--- src/rtl/phr_pkg.sv ---
package phr_pkg;
  // Convert a delay in tenths of a bit period to whole ticks, rounded.
  function automatic int tenths_to_ticks(input int ticks_per_bit, input int tenths);
    return (tenths * ticks_per_bit + 5) / 10;
  endfunction
endpackage

--- src/rtl/phr_tap_delay.sv ---
module phr_tap_delay #(
  parameter int DEPTH = 4
) (
  input  logic clk,
  input  logic rst_n,
  input  logic d_i,
  output logic q_o
);
  generate
    if (DEPTH == 0) begin : g_wire
      assign q_o = d_i;
    end else if (DEPTH == 1) begin : g_one
      logic q_r;
      always_ff @(posedge clk or negedge rst_n) begin
        if (!rst_n) q_r <= 1'b0;
        else        q_r <= d_i;
      end
      assign q_o = q_r;
    end else begin : g_chain
      logic [DEPTH-1:0] sh_r;
      always_ff @(posedge clk or negedge rst_n) begin
        if (!rst_n) sh_r <= '0;
        else        sh_r <= {sh_r[DEPTH-2:0], d_i};
      end
      assign q_o = sh_r[DEPTH-1];
    end
  endgenerate
endmodule

--- src/rtl/phr_activity.sv ---
module phr_activity #(
  parameter int DARK_TICKS = 60,
  parameter int EDGE_DLY   = 5
) (
  input  logic clk,
  input  logic rst_n,
  input  logic line_q_i,
  output logic start_o,
  output logic end_o,
  output logic busy_o
);
  localparam int DW = $clog2(DARK_TICKS);
  localparam logic [DW-1:0] DARK_MAX = DW'(DARK_TICKS - 1);

  logic [DW-1:0] dark_run_q;
  logic          act;
  logic          act_dly;
  logic          busy_q;

  // Count dark samples since the last light, saturating.
  always_ff @(posedge clk or negedge rst_n) begin
    if (!rst_n)                 dark_run_q <= DARK_MAX;
    else if (line_q_i)          dark_run_q <= '0;
    else if (dark_run_q != DARK_MAX) dark_run_q <= dark_run_q + 1'b1;
  end

  assign act = line_q_i | (dark_run_q < DARK_MAX);

  phr_tap_delay #(.DEPTH(EDGE_DLY)) u_act_dly (
    .clk(clk), .rst_n(rst_n), .d_i(act), .q_o(act_dly)
  );

  assign start_o = act & ~act_dly & ~busy_q;
  assign end_o   = ~act & act_dly & busy_q;

  always_ff @(posedge clk or negedge rst_n) begin
    if (!rst_n)       busy_q <= 1'b0;
    else if (start_o) busy_q <= 1'b1;
    else if (end_o)   busy_q <= 1'b0;
  end

  assign busy_o = busy_q;

  assert_start_single_R2: assert property (@(posedge clk) disable iff (!rst_n)
    start_o |=> !start_o);
  assert_end_on_dark_R3: assert property (@(posedge clk) disable iff (!rst_n)
    end_o |-> !line_q_i);
  assert_busy_after_start_R10: assert property (@(posedge clk) disable iff (!rst_n)
    start_o |=> busy_o);
  assert_idle_after_end_R10: assert property (@(posedge clk) disable iff (!rst_n)
    end_o |=> !busy_o);
endmodule

--- src/rtl/phr_bit_decode.sv ---
module phr_bit_decode #(
  parameter int SAMPLE_DLY = 13
) (
  input  logic clk,
  input  logic rst_n,
  input  logic line_q_i,
  input  logic start_i,
  input  logic end_i,
  input  logic valid_i,
  output logic route_o
);
  logic line_prev_q;
  logic tap;
  logic wait_q;
  logic route_q;
  logic first_fall;

  always_ff @(posedge clk or negedge rst_n) begin
    if (!rst_n) line_prev_q <= 1'b0;
    else        line_prev_q <= line_q_i;
  end

  phr_tap_delay #(.DEPTH(SAMPLE_DLY)) u_sample_dly (
    .clk(clk), .rst_n(rst_n), .d_i(line_q_i), .q_o(tap)
  );

  assign first_fall = wait_q & line_prev_q & ~line_q_i;

  always_ff @(posedge clk or negedge rst_n) begin
    if (!rst_n)                      wait_q <= 1'b0;
    else if (start_i)                wait_q <= 1'b1;
    else if (first_fall || end_i)    wait_q <= 1'b0;
  end

  // Light still present in the delayed copy means a long (0) pulse.
  always_ff @(posedge clk or negedge rst_n) begin
    if (!rst_n)                        route_q <= 1'b0;
    else if (end_i)                    route_q <= 1'b0;
    else if (first_fall && !valid_i)   route_q <= ~tap;
  end

  assign route_o = route_q;

  assert_route_hold_R8: assert property (@(posedge clk) disable iff (!rst_n)
    (valid_i && !end_i) |=> $stable(route_q));
  assert_route_clear_R8: assert property (@(posedge clk) disable iff (!rst_n)
    end_i |=> !route_q);
endmodule

--- src/rtl/phr_flag_timer.sv ---
module phr_flag_timer #(
  parameter int VALID_DLY = 25
) (
  input  logic clk,
  input  logic rst_n,
  input  logic start_i,
  input  logic end_i,
  input  logic busy_i,
  output logic valid_o,
  output logic mask_o
);
  localparam int CW = $clog2(VALID_DLY + 1);
  localparam logic [CW-1:0] LAST = CW'(VALID_DLY - 1);

  logic [CW-1:0] cnt_q;
  logic          valid_q;
  logic          mask_q;
  logic          fire;

  assign fire = (cnt_q == LAST) && !valid_q;

  always_ff @(posedge clk or negedge rst_n) begin
    if (!rst_n)                      cnt_q <= '0;
    else if (start_i)                cnt_q <= CW'(1);
    else if (end_i || fire)          cnt_q <= '0;
    else if (cnt_q != '0)            cnt_q <= cnt_q + 1'b1;
  end

  always_ff @(posedge clk or negedge rst_n) begin
    if (!rst_n) begin
      valid_q <= 1'b0;
      mask_q  <= 1'b0;
    end else if (end_i) begin
      valid_q <= 1'b0;
      mask_q  <= 1'b0;
    end else if (fire) begin
      valid_q <= 1'b1;
      mask_q  <= 1'b1;
    end
  end

  assign valid_o = valid_q;
  assign mask_o  = mask_q;

  assert_no_early_valid_R7: assert property (@(posedge clk) disable iff (!rst_n)
    start_i |=> !valid_q);
  assert_valid_in_pkt_R7: assert property (@(posedge clk) disable iff (!rst_n)
    valid_q |-> busy_i);
endmodule

--- src/rtl/pulse_hdr_rx.sv ---
module pulse_hdr_rx #(
  parameter int TICK_PER_BIT = 10
) (
  input  logic clk,
  input  logic rst_n,
  input  logic line_i,
  output logic start_o,
  output logic end_o,
  output logic busy_o,
  output logic route_o,
  output logic valid_o,
  output logic mask_o
);
  import phr_pkg::*;

  localparam int EDGE_DLY   = tenths_to_ticks(TICK_PER_BIT, 5);
  localparam int SAMPLE_DLY = tenths_to_ticks(TICK_PER_BIT, 13);
  localparam int VALID_DLY  = tenths_to_ticks(TICK_PER_BIT, 25);
  localparam int DARK_TICKS = 6 * TICK_PER_BIT;

  logic line_q;
  logic start_w, end_w, busy_w, valid_w;

  always_ff @(posedge clk or negedge rst_n) begin
    if (!rst_n) line_q <= 1'b0;
    else        line_q <= line_i;
  end

  phr_activity #(.DARK_TICKS(DARK_TICKS), .EDGE_DLY(EDGE_DLY)) u_act (
    .clk(clk), .rst_n(rst_n), .line_q_i(line_q),
    .start_o(start_w), .end_o(end_w), .busy_o(busy_w)
  );

  phr_flag_timer #(.VALID_DLY(VALID_DLY)) u_flags (
    .clk(clk), .rst_n(rst_n), .start_i(start_w), .end_i(end_w),
    .busy_i(busy_w), .valid_o(valid_w), .mask_o(mask_o)
  );

  phr_bit_decode #(.SAMPLE_DLY(SAMPLE_DLY)) u_dec (
    .clk(clk), .rst_n(rst_n), .line_q_i(line_q), .start_i(start_w),
    .end_i(end_w), .valid_i(valid_w), .route_o(route_o)
  );

  assign start_o = start_w;
  assign end_o   = end_w;
  assign busy_o  = busy_w;
  assign valid_o = valid_w;

  assert_start_end_apart_R4: assert property (@(posedge clk) disable iff (!rst_n)
    !(start_w && end_w));
endmodule

--- config.mk ---
export PLATFORM = sky130hd
export DESIGN_NAME = pulse_hdr_rx
export DESIGN_NICKNAME = d
export VERILOG_FILES = /design/src/rtl/phr_pkg.sv /design/src/rtl/phr_tap_delay.sv /design/src/rtl/phr_activity.sv /design/src/rtl/phr_bit_decode.sv /design/src/rtl/phr_flag_timer.sv /design/src/rtl/pulse_hdr_rx.sv
export SDC_FILE = /design/constraint.sdc
export NUM_CORES = 1
export LEC_CHECK = 0
export ABC_AREA = 1
export BUFFER_PORTS_ARGS = -buffer_cell sky130_fd_sc_hd__buf_2
export CORE_MARGIN = 8
export CORE_UTILIZATION = 40
export CTS_CLUSTER_DIAMETER = 80
export DETAILED_ROUTE_END_ITERATION = 10
export PLACE_DENSITY_LB_ADDON = 0.3
export SETUP_SLACK_MARGIN = 0.4
export SYNTH_ARGS = -nofsm -noshare
export SYNTH_HDL_FRONTEND = slang
export SYNTH_HIERARCHICAL = 1
export SYNTH_SLANG_ARGS = --single-unit
--- constraint.sdc ---
create_clock -name clk -period 3.06 [get_ports clk]
set_input_delay 0.306 -clock clk [delete_from_list [all_inputs] [get_ports clk]]
set_output_delay 0.306 -clock clk [all_outputs]
set_load 0.02 [all_outputs]
==> impl_metrics.csv <==
group,metric,value,unit
layout,syn2layout_area_growth,11.7,%
sta,timing.final.crit_period,2.14,ns
routing,wire_per_inst,11.4,um
placement,dp_hpwl,1610,um
power,swShare,0.216,
worst_hold_path,hold_class,"in2async",
synthesis,synthesis.area,1440,um^2
worst_setup_path,cp_slowest_cell,"dfstp_2",
worst_setup_path,cp_data_arrival_time,1.84,ns
die,io_pins,9,
worst_setup_path,start_kind,"register",
sta,slew_violations,0,
grt,overflow,0,
grt,grt_max_degree,36,
power,power_frac_comb,0.036,
worst_setup_path,crit_chain,"ha_1, nand2_1, nand2_2, nand3_2, nor2_1, buf_2",
power,p_leak,0.757,nW
clocking,clock-sinks,35,
clocking,cts_resized,0,
worst_setup_path,path_delay_family,"flip-flops",
placement,place_inst,190,
synthesis,synthFlopType,"dfrtp_1",
die,start_util,0.424,
synthesis,yosys_warnings,6,
die,num_rows,21,
clocking,clk_latency,0.34,ns
routing,antenna_left,0,
routing,drcViolationCount,0,
synthesis,synth_area_per_cell,10.5,um^2
synthesis,synth-edff-count,0,
power,powerDensity,525,nW/um^2
grt,first_global_vias,905,
power,seq_power_share,0.582,
power,power,844,uW
clocking,numCtsBuffers,5,
routing,via_per_inst,4.57,
worst_setup_path,path_buf_inv,1,
grt,grt_pass1_wl,4080,um
power,p_sw,182,uW
synthesis,synth_area_leader_cell,"dfrtp_1",
grt,antenna_found_initial,0,
clocking,cts_setup_buffers,0,
synthesis,ys_seq_area_frac,0.614,
worst_setup_path,critical_path_required,2.75,ns
die,coreArea,3390,um^2
grt,globalRouteTotalUtil,0.0890,
power,ir_drop,0.000323,V
synthesis,yosys_register_bits,35,
sta,finClkSkew,0.0118,ns
synthesis,synthCells,137,
clocking,clk_pin_slew_worst_paths,0.11,ns
layout,n_fill_cell,331,
synthesis,synth.most_common_cell,"dfrtp_1",
sta,tns,0,ns
routing,wirelength,2250,um
synthesis,synth_nets,143,
worst_setup_path,crit_path_end_kind,"output pin",
sta,setup_viol,0,
die,die_w,76.0,um
layout,regArea,882,um^2
sta,grt_setup_unrepaired,"no",
worst_setup_path,max_stage_delay,0.58,ns
synthesis,yosys.cell_types.count,25,
synthesis,netlist_top_cells_count,"dfrtp_1 (30), inv_1 (20), nand2_1 (20), nand3_1 (12), nor2_1 (9)",
clocking,cts_buffer_depth,2,
sta,tightest_slew,0.729,ns
synthesis,synthTopCellsByArea,"dfrtp_1 (52%), dfstp_2 (9.1%), inv_1 (5.2%)",
placement,gp_congestion,0.853,
worst_setup_path,r2r_start,"u_act/dark_run_q[0]$_DFFE_PN1P_",
worst_setup_path,startpoint,"u_act/dark_run_q[0]$_DFFE_PN1P_",
run_status,status,"complete, no violations",
clocking,cts_tree,"yes",
placement,port_buffers,8,
synthesis,synthArstFlopShare,1.00,
routing,num_vias,904,
synthesis,synth_top_area_share,0.522,
sta,fmax,467,MHz
worst_setup_path,critPathMaxFanout,5,
clocking,cts-root-buf,"clkbuf_4",
sta,relSlewSlack,0.514,
die,chipHeight,76.0,um
routing,first_iter_violations,59,
job,max_cap_violations,0,
sta,finalCritPeriodShare,0.700,
worst_setup_path,crit_type,"reg2out",
layout,diodes,0,
routing,drt_first_pass_iters,4,
layout,multi_input_comb_area,465,um^2
power,pwr-share-clk,0.382,
layout,drive_gt1_frac,0.263,
layout,fin_cells,198,
layout,fin_nets,157,
clocking,htreeDepth,2,
sta,hold_viol_final,0,
clocking,hold_buffers,0,
layout,fin_util,0.474,
sta,whs,0.0194,ns
die,dieArea,5770,um^2
power,power.internal,662,uW
-- path summary, 6_finish.rpt --
path | endpoint | slack [ns] | cells after the start
worst min-delay path | u_dec/u_sample_dly/g_chain.sh_r[11]$_DFF_PN0_ | 0.02 | 1
min in group clk | line_q$_DFF_PN0_ | 0.07 | 1
max in group asynchronous | u_dec/u_sample_dly/g_chain.sh_r[12]$_DFF_PN0_ | 2.57 | 1
worst max-delay path | end_o | 0.92 | 6
worst min register to register | u_dec/u_sample_dly/g_chain.sh_r[3]$_DFF_PN0_ | 0.36 | 0
worst max register to register | u_flags/cnt_q[0]$_DFFE_PN0P_ | 1.25 | 10
-- metal layers --
metal / up-vias / global-route usage / share of wire
li1: 457 / - / -
met1: 423 / 0.111 / 0.50
met3: 6 / 0.0377 / 0.057
met4: 0 / 0.0667 / 0.029
met5: - / 0 / 0
met2: 18 / 0.118 / 0.41
-- cell families (layout without fill, tap and decap cells) --
family	after synthesis	in the layout	synth area share
buffers and inverters	23	38	0.0627
DFF	35	35	0.614
adders and majority gates	3	3	0.0261
xor gates and xnor gates	4	4	0.0244
and+or+nand+nor	64	64	0.237
AOI/OAI and AO/OA	8	8	0.0366
-- per-stage QoR --
| stage | setup slack, ns | cell area [um^2] |
|---|---|---|
| floorplan | 1.15 | 1440 |
| global placement | 1.31 | 1530 |
| detailed placement | 1.25 | 1530 |
| CTS | 0.884 | 1610 |
| global route | 0.747 | 1610 |
| finish | 0.917 | 1610 |
-- registers in the layout, indices dropped and copies added (netlist names) --
name                             count
u_flags/cnt_q                        5
u_flags/mask_o                       1
u_dec/wait_q                         1
u_dec/line_prev_q                    1
u_act/dark_run_q                     6
u_act/u_act_dly/g_chain.sh_r         5
u_act/busy_o                         1
u_dec/route_o                        1
line_q                               1
u_dec/u_sample_dly/g_chain.sh_r     13
-- placed cells by master (no fill, tap or decap), types with 2 or more instances in the layout --
master,netlist,final
a21oi_1,2,2
buf_2,0,8
clkbuf_4,0,5
dfrtp_1,30,30
dfstp_2,5,5
ha_1,3,3
inv_1,20,20
inv_2,2,2
nand2_1,20,20
nand2_2,4,4
nand3_1,12,12
nand3_2,2,2
nand4_1,4,4
nor2_1,9,9
nor2_2,7,7
nor3_1,2,2
o21ai_0,2,2
xor2_1,4,4
-- layout make-up --
class	instances	share of cell area
clock buffers	6	0.0257
inverters	22	0.0514
multi-input cells	79	0.290
flip-flops and latches	35	0.549
repair buffers	8	0.0249
clock inverters	2	0.0234
well taps	46	0.0358
-- power by group through the flow --
stage / registers (mW) / logic (mW) / clock network, mW
after CTS: 0.491 / 0.0321 / 0.336
final: 0.491 / 0.0308 / 0.322
after global routing: 0.494 / 0.0366 / 0.356
after floorplan: 0.501 / 0.0123 / 0
after detailed placement: 0.500 / 0.0322 / 0
after global placement: 0.499 / 0.0313 / 0
Note: power is estimated with default switching activity, not from simulation.
